$ cat src/rtl/pec_pkg.sv
// Shared types for the packet error code checker.
// Assumes: cause bit positions are fixed by software view (0 code, 1 cmd, 2 data).
package pec_pkg;
    localparam int CRC_W = 8;

    typedef struct packed {
        logic bad_data;   // bit 2
        logic bad_cmd;    // bit 1
        logic pec_err;    // bit 0
    } cml_cause_t;

    localparam int CAUSE_W = $bits(cml_cause_t);
endpackage

$ cat src/rtl/pec_crc8.sv
// Running CRC over a byte stream, one whole byte per cycle, MSB first.
// Assumes: restart and update never come in the same cycle (restart wins).
module pec_crc8 #(
    parameter logic [7:0] POLY = 8'h07
) (
    input  logic       clk,
    input  logic       rst_n,
    input  logic       restart,
    input  logic       update,
    input  logic [7:0] din,
    output logic [7:0] crc
);
    localparam int NBITS = 8;

    logic [NBITS:0][7:0] stage;

    assign stage[0] = crc;

    // One shift-and-feedback step per input bit, MSB first.
    for (genvar i = 0; i < NBITS; i++) begin : g_bit
        logic fb;
        assign fb = stage[i][7] ^ din[NBITS-1-i];
        assign stage[i+1] = {stage[i][6:0], 1'b0} ^ (fb ? POLY : 8'h00);
    end

    // Register the code: clear on a fresh transaction, advance on a byte.
    always_ff @(posedge clk) begin
        if (!rst_n)       crc <= 8'h00;
        else if (restart) crc <= 8'h00;
        else if (update)  crc <= stage[NBITS];
    end
endmodule

$ cat src/rtl/pec_txn_track.sv
// Tracks transaction framing and byte roles: address, command, write data.
// Assumes: start, stop and byte strobes are single-cycle; stop wins over start.
module pec_txn_track #(
    parameter int LEN_W = 4,
    localparam int CNT_W = LEN_W + 1
) (
    input  logic             clk,
    input  logic             rst_n,
    input  logic             evt_start,
    input  logic             evt_stop,
    input  logic             byte_stb,
    input  logic             addr_rw,
    input  logic             cmd_known,
    output logic             in_txn,
    output logic             cmd_seen,
    output logic             cmd_ok,
    output logic             is_read,
    output logic [CNT_W-1:0] data_cnt,
    output logic             open_start,
    output logic             byte_take
);
    localparam logic [CNT_W-1:0] CNT_MAX = '1;

    logic addr_next;

    assign open_start = evt_start && !evt_stop && !in_txn;
    assign byte_take  = byte_stb && in_txn && !evt_start && !evt_stop;

    // Update framing state and classify each accepted byte.
    always_ff @(posedge clk) begin
        if (!rst_n) begin
            in_txn    <= 1'b0;
            addr_next <= 1'b0;
            cmd_seen  <= 1'b0;
            cmd_ok    <= 1'b0;
            is_read   <= 1'b0;
            data_cnt  <= '0;
        end else if (evt_stop) begin
            in_txn    <= 1'b0;
            addr_next <= 1'b0;
            cmd_seen  <= 1'b0;
            cmd_ok    <= 1'b0;
            is_read   <= 1'b0;
            data_cnt  <= '0;
        end else if (evt_start) begin
            in_txn    <= 1'b1;
            addr_next <= 1'b1;
            if (!in_txn) begin
                cmd_seen <= 1'b0;
                cmd_ok   <= 1'b0;
                is_read  <= 1'b0;
                data_cnt <= '0;
            end
        end else if (byte_take) begin
            if (addr_next) begin
                addr_next <= 1'b0;
                if (addr_rw) is_read <= 1'b1;
            end else if (!cmd_seen) begin
                cmd_seen <= 1'b1;
                cmd_ok   <= cmd_known;
            end else if (!is_read && data_cnt != CNT_MAX) begin
                data_cnt <= data_cnt + 1'b1;
            end
        end
    end
endmodule

$ cat src/rtl/pec_verdict.sv
// Decides at STOP whether a write commits or which fault cause to raise.
// Assumes: the CRC residue over data plus a correct code byte is zero.
module pec_verdict
    import pec_pkg::*;
#(
    parameter int LEN_W = 4,
    localparam int CNT_W = LEN_W + 1
) (
    input  logic             clk,
    input  logic             rst_n,
    input  logic             evt_stop,
    input  logic             in_txn,
    input  logic             cmd_seen,
    input  logic             cmd_ok,
    input  logic             is_read,
    input  logic [CNT_W-1:0] data_cnt,
    input  logic [LEN_W-1:0] exp_len,
    input  logic             data_ok,
    input  logic             strict_pec,
    input  logic [7:0]       crc,
    output logic             commit_stb,
    output cml_cause_t       cause_set
);
    logic [CNT_W-1:0] exp_ext;
    logic [CNT_W-1:0] exp_p1;
    logic             len_plain;
    logic             len_pec;
    logic             len_bad;
    logic             crc_zero;
    logic             pec_bad;
    logic             commit_d;

    assign exp_ext   = {1'b0, exp_len};
    assign exp_p1    = exp_ext + 1'b1;
    assign len_plain = (data_cnt == exp_ext);
    assign len_pec   = (data_cnt == exp_p1);
    assign len_bad   = !(len_plain || len_pec);
    assign crc_zero  = (crc == 8'h00);
    assign pec_bad   = !len_bad && ((len_pec && !crc_zero) || (len_plain && strict_pec));

    // Resolve the end-of-transaction outcome with fixed cause precedence.
    always_comb begin
        cause_set = '0;
        commit_d  = 1'b0;
        if (evt_stop && in_txn && cmd_seen) begin
            if (!cmd_ok)             cause_set.bad_cmd  = 1'b1;
            else if (!is_read) begin
                if (len_bad)         cause_set.bad_data = 1'b1;
                else if (pec_bad)    cause_set.pec_err  = 1'b1;
                else if (!data_ok)   cause_set.bad_data = 1'b1;
                else                 commit_d           = 1'b1;
            end
        end
    end

    // Register the commit pulse one cycle after STOP.
    always_ff @(posedge clk) begin
        if (!rst_n) commit_stb <= 1'b0;
        else        commit_stb <= commit_d;
    end
endmodule

$ cat src/rtl/pec_status.sv
// Sticky communication fault flags with cause bits; set wins over clear.
// Assumes: cause_set is a single-cycle pulse vector.
module pec_status
    import pec_pkg::*;
(
    input  logic       clk,
    input  logic       rst_n,
    input  logic       clr,
    input  cml_cause_t cause_set,
    output cml_cause_t cause,
    output logic       stat_byte,
    output logic       stat_word
);
    logic any_set;

    assign any_set = |cause_set;

    // Latch cause bits until cleared.
    always_ff @(posedge clk) begin
        if (!rst_n)   cause <= '0;
        else if (clr) cause <= cause_set;
        else          cause <= cause | cause_set;
    end

    // Latch the summary flag for both status views.
    always_ff @(posedge clk) begin
        if (!rst_n) begin
            stat_byte <= 1'b0;
            stat_word <= 1'b0;
        end else begin
            if (any_set)  stat_byte <= 1'b1;
            else if (clr) stat_byte <= 1'b0;
            if (any_set)  stat_word <= 1'b1;
            else if (clr) stat_word <= 1'b0;
        end
    end
endmodule

$ cat src/rtl/pec_guard.sv
// Top: packet error code checking, write gating and fault flagging.
// Assumes: an external decoder supplies cmd_known, exp_len and data_ok.
module pec_guard
    import pec_pkg::*;
#(
    parameter int         LEN_W = 4,
    parameter logic [7:0] POLY  = 8'h07
) (
    input  logic             clk,
    input  logic             rst_n,
    input  logic             evt_start,
    input  logic             evt_stop,
    input  logic             byte_stb,
    input  logic [7:0]       byte_dat,
    input  logic             cmd_known,
    input  logic             data_ok,
    input  logic [LEN_W-1:0] exp_len,
    input  logic             strict_pec,
    input  logic             clr_status,
    output logic             commit_stb,
    output logic [7:0]       pec_out,
    output logic             stat_byte_cml,
    output logic             stat_word_cml,
    output logic [2:0]       cml_cause
);
    localparam int CNT_W = LEN_W + 1;

    logic             in_txn;
    logic             cmd_seen;
    logic             cmd_ok;
    logic             is_read;
    logic [CNT_W-1:0] data_cnt;
    logic             open_start;
    logic             byte_take;
    cml_cause_t       cause_set;
    cml_cause_t       cause_q;

    pec_txn_track #(.LEN_W(LEN_W)) u_track (
        .clk        (clk),
        .rst_n      (rst_n),
        .evt_start  (evt_start),
        .evt_stop   (evt_stop),
        .byte_stb   (byte_stb),
        .addr_rw    (byte_dat[0]),
        .cmd_known  (cmd_known),
        .in_txn     (in_txn),
        .cmd_seen   (cmd_seen),
        .cmd_ok     (cmd_ok),
        .is_read    (is_read),
        .data_cnt   (data_cnt),
        .open_start (open_start),
        .byte_take  (byte_take)
    );

    pec_crc8 #(.POLY(POLY)) u_crc (
        .clk     (clk),
        .rst_n   (rst_n),
        .restart (open_start),
        .update  (byte_take),
        .din     (byte_dat),
        .crc     (pec_out)
    );

    pec_verdict #(.LEN_W(LEN_W)) u_verdict (
        .clk        (clk),
        .rst_n      (rst_n),
        .evt_stop   (evt_stop),
        .in_txn     (in_txn),
        .cmd_seen   (cmd_seen),
        .cmd_ok     (cmd_ok),
        .is_read    (is_read),
        .data_cnt   (data_cnt),
        .exp_len    (exp_len),
        .data_ok    (data_ok),
        .strict_pec (strict_pec),
        .crc        (pec_out),
        .commit_stb (commit_stb),
        .cause_set  (cause_set)
    );

    pec_status u_status (
        .clk       (clk),
        .rst_n     (rst_n),
        .clr       (clr_status),
        .cause_set (cause_set),
        .cause     (cause_q),
        .stat_byte (stat_byte_cml),
        .stat_word (stat_word_cml)
    );

    assign cml_cause = cause_q;
endmodule

$ cat config.mk
export PLATFORM = sky130hd
export DESIGN_NAME = pec_guard
export DESIGN_NICKNAME = d
export VERILOG_FILES = /design/src/rtl/pec_pkg.sv /design/src/rtl/pec_crc8.sv /design/src/rtl/pec_txn_track.sv /design/src/rtl/pec_verdict.sv /design/src/rtl/pec_status.sv /design/src/rtl/pec_guard.sv
export SDC_FILE = /design/constraint.sdc
export NUM_CORES = 1
export LEC_CHECK = 0
export BUFFER_PORTS_ARGS = -buffer_cell sky130_fd_sc_hd__buf_2
export CAP_MARGIN = 5
export CORE_ASPECT_RATIO = 0.5
export CORE_MARGIN = 8
export CORE_UTILIZATION = 40
export CTS_BUF_LIST = sky130_fd_sc_hd__clkbuf_8
export CTS_CLUSTER_SIZE = 12
export DETAILED_ROUTE_END_ITERATION = 7
export MAX_ROUTING_LAYER = met4
export PLACE_DENSITY = 0.63
export SLEW_MARGIN = 20
export SYNTH_ARGS = -nofsm -noshare
export SYNTH_HDL_FRONTEND = slang
export SYNTH_SLANG_ARGS = --single-unit
$ cat constraint.sdc
create_clock -name clk -period 2.4 [get_ports clk]
set_input_delay 0.48 -clock clk [delete_from_list [all_inputs] [get_ports clk]]
set_output_delay 0.48 -clock clk [all_outputs]
set_load 0.01 [all_outputs]
# Word-level counts from Yosys, hierarchy flattened
# Cells that the tools add are included.
# op_classes
n_mux	43
eq_ne	6
n_bitwise	21
addsub	2
n_reduce_logical	33
# ops
operator	count
$xor A8 B8 Y8	8
$mux W3	10
$mux W5	6
$mux W1	27
$reduce_bool A2 Y1	6
$logic_and A1 B1 Y1	11
$logic_not A8 Y1	1
$reduce_and A4 Y1	2
$xor A1 B1 Y1	8
$ne A2 B2 Y1 const B	3
$reduce_or A6 Y1	1
$add A4 B1 Y5 const B	1
$add A5 B1 Y5 const B	1
$eq A5 B4 Y1	1
$eq A5 B5 Y1	1
$logic_not A1 Y1	5
$ne A5 B5 Y1 const B	1
$reduce_and A5 Y1	1
$not A1 Y1	4
$reduce_or A2 Y1	2
$or A3 B3 Y3	1
$reduce_and A3 Y1	1
$reduce_or A3 Y1	1
$logic_or A1 B1 Y1	2
# totals
output_inout_bits	14
word_cells	117
ff_bits	23
input_bits	21

# Longest topological paths before layout
# depth
ltp_word	24
mapped_depth	8
depth_no_buf	8

# Cells and area by module
# A second synthesis with hierarchy kept.
# unflattened
hier_cells	162
hier_area_um2	1549.0
# modules_own_cells
mod	area_per_inst_um2	seq_area_each_um2	n_inst	cells_per_inst
pec_crc8	628.1	160.2	1	62
pec_txn_track	499.2	200.2	1	55
pec_verdict	267.8	20.0	1	32
pec_status	153.9	80.1	1	13

# Least setup slack after synthesis
# OpenSTA, ideal clock, no wires.
# synth_timing
path_type	reg-to-reg
startpoint	reg u_track.data_cnt[0]
endpoint	reg u_track.data_cnt[4]
path_buffers	0
slack_ps	522
stages_incl_launch_ff	7
t_arrival_ps	1808
setup_time_ps	70
cell_sequence	dfxtp_1 > ha_1 > and3_1 > ha_1 > or3_1 > or4b_1 > a21oi_1
# synth_via
elab_chain_len	6
elab_cells_between_ends	10
cone_classes	add/sub: 1; eq/ne: 1; mux: 5; reduce/logical: 3
# synth_lines
element	line_no	text
from (decl)	pec_txn_track.sv:18	output logic [CNT_W-1:0] data_cnt,
from (signal assigned)	pec_txn_track.sv:62	data_cnt <= data_cnt + 1'b1;
$add A5 B1 Y5	pec_txn_track.sv:62	
$mux W5	pec_txn_track.sv:61	end else if (!is_read && data_cnt != CNT_MAX) begin
$mux W5	pec_txn_track.sv:58	end else if (!cmd_seen) begin
$mux W5	pec_txn_track.sv:55	if (addr_next) begin
$mux W5	pec_txn_track.sv:54	end else if (byte_take) begin
$mux W5	pec_txn_track.sv:45	end else if (evt_start) begin
# Parallel ways exist; a longest one is shown, timed or not. The select of a mux whose other input is x is not followed.
# A chain may end at the register's enable or synchronous reset.

# Worst setup path after layout
# layout_timing
startpoint	reg u_track.data_cnt[1]
endpoint	reg u_track.data_cnt[4]
# The elaborated chain is that of the path after synthesis.

==> flow_summary.toml <==
[floorplan]
initial_core_util_pct = 42.5
core_area_mm2 = 0.00349
io_pins = 35
fp.dieW_um = 102
rows = 15
dieHeight_um = 59.1
fp.dieArea_mm2 = 0.00603

[critical_path]
crit_family = "simple AND/OR/NAND/NOR gates"
path_buf_inv = 0
critical_path.startpoint_type = "register"
path_max_fanout = 6
cp_cell_sequence = "ha_1, and3_1, ha_1, or3_1, or4b_1, a21oi_1"
cp.required_ns = 2.60
cp.arrival_ns = 2.21
crit_path_top_delay_cell = "or4b_1"
crit_path_frequent_cell = "ha_1"
critPathKind = "register to register"
critPathCaptureType = "register"
slowest_delay_ns = 0.49

[clock_tree]
cts_buffers = 3
clock_path_buffers = 2
ctsHoldBuffers = 0
cts.repair.resized = 0
clock-sinks = 23
post_cts_buffers = 0
cts_tree = "built"
clock_latency_ns = 0.26
cts_root_buffer = "clkbuf_8"
cts.clk_slew.worst_paths_ns = 0.08
cts_max_level = 1

[routing]
firstDrtPassIters = 4
dr_total_vias = 1227
ant_nets = 0
finalWirelength_um = 3240
vias_per_cell = 5.09
drc_errors = 0
post_drt_wl_per_cell_um = 13.4
drtIter0Drc = 34

[finish]
antenna_cells = 0
regArea_um2 = 460
drive_above_1_share_pct = 23.7
nets = 215
fill_cells = 369
syn_to_final_growth_pct = 14.0
fin_cells = 241
multiInputGateArea_um2 = 943

[place]
portBuffers = 34
gp_congestion = 0.750
pre_cts_slack_ns = 0.398
hpwl_um = 2600
dp_cells = 237

[synth]
synth_top_family_by_area = "simple AND/OR/NAND/NOR gates"
yosys_warnings = 0
avgSynthCellArea_um2 = 9.15
synth_edf_count = 0
synth-seq-area-share_pct = 31.1
ys_seq_elements = 23
yosys.area_share.simple_pct = 22.5
synth_fp_nets = 186
synth.distinct_cells = 42
syn_inst = 162
synthMuxAreaShare_pct = 1.43
yosys.area_share.adder_pct = 2.53
synth_compound_gate_area_share_pct = 14.7
synth_flop_cell = "dfxtp_1"
synth-xor-area-share_pct = 22.4
synth_area_mm2 = 0.00148
async_flop_share_pct = 0

[sta]
rsz0062_at_grt = "no"
hold_ws_ns = 0.448
finalWorstPathRequiredPeriod_ns = 2.02
hold_violations = 0
fmax_mhz = 496
final.period_utilization_pct = 84.0
worstMarginPinSlew_ns = 0.611
setup_viol = 0
tns_ns = 0
relSlewSlack_pct = 59.1
clock_skew_ns = 0.00237
slew_violations = 0
worst_slack_ns = 0.384

[grt]
grt_pass1_wl_um = 5620
grt_overflow_total = 0
grt_max_degree = 15
grt.total_usage_pct = 11.9
grt_pass1_vias = 1293
antenna_found_initial = 0

[min_path]
min_path_type = "input port to register"

[power_and_ir_drop]
vdd_drop_max_mv = 0.141
powerDensity_mw_per_mm2 = 454
leakage_nw = 0.729

[outcome]
status = "complete, no violations"

[job]
cap_violations = 0
## through the flow
step | power [mW] | util, % | instance area (um^2)
2_1_floorplan | 0.495 | - | 1480
3_3_place_gp | 0.536 | 47.1 | 1650
3_5_place_dp | 0.538 | 47.1 | 1650
4_1_cts | 0.778 | 48.4 | 1690
5_1_grt | 0.807 | 48.4 | 1690
6_report | 0.767 | 48.4 | 1690
## cells in the final DEF, fill, tap and decap left out, drive strengths merged, types with 2 or more instances in the layout
cell,count
ha,3
xnor3,3
nand2b,3
dfxtp,23
a2bb2oi,2
clkbuf,3
nand3,6
a211oi,4
nor2,17
xnor2,17
nor4,3
xor2,8
nor3,4
a31oi,2
a21oi,8
o41ai,2
or3,5
nor2b,4
inv,3
nand2,10
nor3b,3
buf,34
o21ai,7
## where the power goes
| part | total, mW | internal, mW | switching (mW) |
|---|---|---|---|
| registers | 0.390 | 0.385 | 0.00529 |
| logic | 0.139 | 0.0684 | 0.0705 |
| clock network | 0.238 | 0.114 | 0.124 |
## synth_stat cells (2+ instances only)
library cell / number / area share [%]
xor2_1: 8 / 4.7
or3_1: 5 / 2.1
nor3_1: 4 / 1.4
xnor2_2: 3 / 3.3
ha_1: 3 / 2.5
a2bb2oi_1: 2 / 1.2
a211oi_1: 4 / 2.0
buf_4: 9 / 4.6
nor4_1: 3 / 1.3
inv_1: 2 / 0.51
xnor2_1: 14 / 8.3
a21oi_1: 8 / 2.7
nand2b_1: 3 / 1.3
xnor3_1: 3 / 4.6
nand3_1: 6 / 2.0
dfxtp_1: 23 / 31
a31oi_1: 2 / 0.84
nor3b_1: 3 / 1.5
nor2b_1: 4 / 1.7
nand2_1: 10 / 2.5
o21ai_0: 6 / 2.0
nor2_1: 17 / 4.3
## flip-flops by register name, summed over array words and instances, names as in the netlist
signal,count
u_track.addr_next,1
u_track.cmd_seen,1
u_track.in_txn,1
u_status.cause,3
u_status.stat_byte,1
u_crc.crc,8
u_track.is_read,1
u_track.cmd_ok,1
u_verdict.commit_stb,1
u_track.data_cnt,5
## final timing paths
| check | depth (start not counted) | slack (ns) | from | end |
|---|---|---|---|---|
| worst max-delay path | 6 | 0.38 | u_track.data_cnt[1]$_SDFFE_PP0P_ | u_track.data_cnt[4]$_SDFFE_PP0P_ |
| worst max register to register | 6 | 0.38 | u_track.data_cnt[1]$_SDFFE_PP0P_ | u_track.data_cnt[4]$_SDFFE_PP0P_ |
| worst min-delay path | 2 | 0.45 | data_ok | u_status.stat_byte$_SDFFE_PN0P_ |
| worst min register to register | 2 | 0.47 | u_status.cause[2]$_SDFF_PN0_ | u_status.cause[2]$_SDFF_PN0_ |
## kinds of logic after synthesis
| kind of cell | Yosys count |
|---|---|
| multiplexers | 2 |
| flip-flops | 23 |
| adder cells (fa/ha/maj) | 3 |
| AND/OR/NAND/NOR | 62 |
| XOR/XNOR | 29 |
| buffers and inverters | 12 |
| AO/OA/AOI/OAI | 31 |
## final cells by class
cell class                 instances  area share (%)
multi-input combinational        127            55.8
sequential                        23            27.2
clock inverter                     1           0.222
timing repair buffer              34            10.1
tap                               51            3.77
inverter                           2           0.444
clock buffer                       3            2.44
## metal layers
metal	GRT usage [%]	vias to the layer above	routed length, um
li1	-	623	-
met4	4.34	0	48
met1	13.5	580	1530
met3	3.40	4	161
met2	19.9	20	1500
met5	-	-	0
No activity file was read; power rests on OpenSTA's default activity.
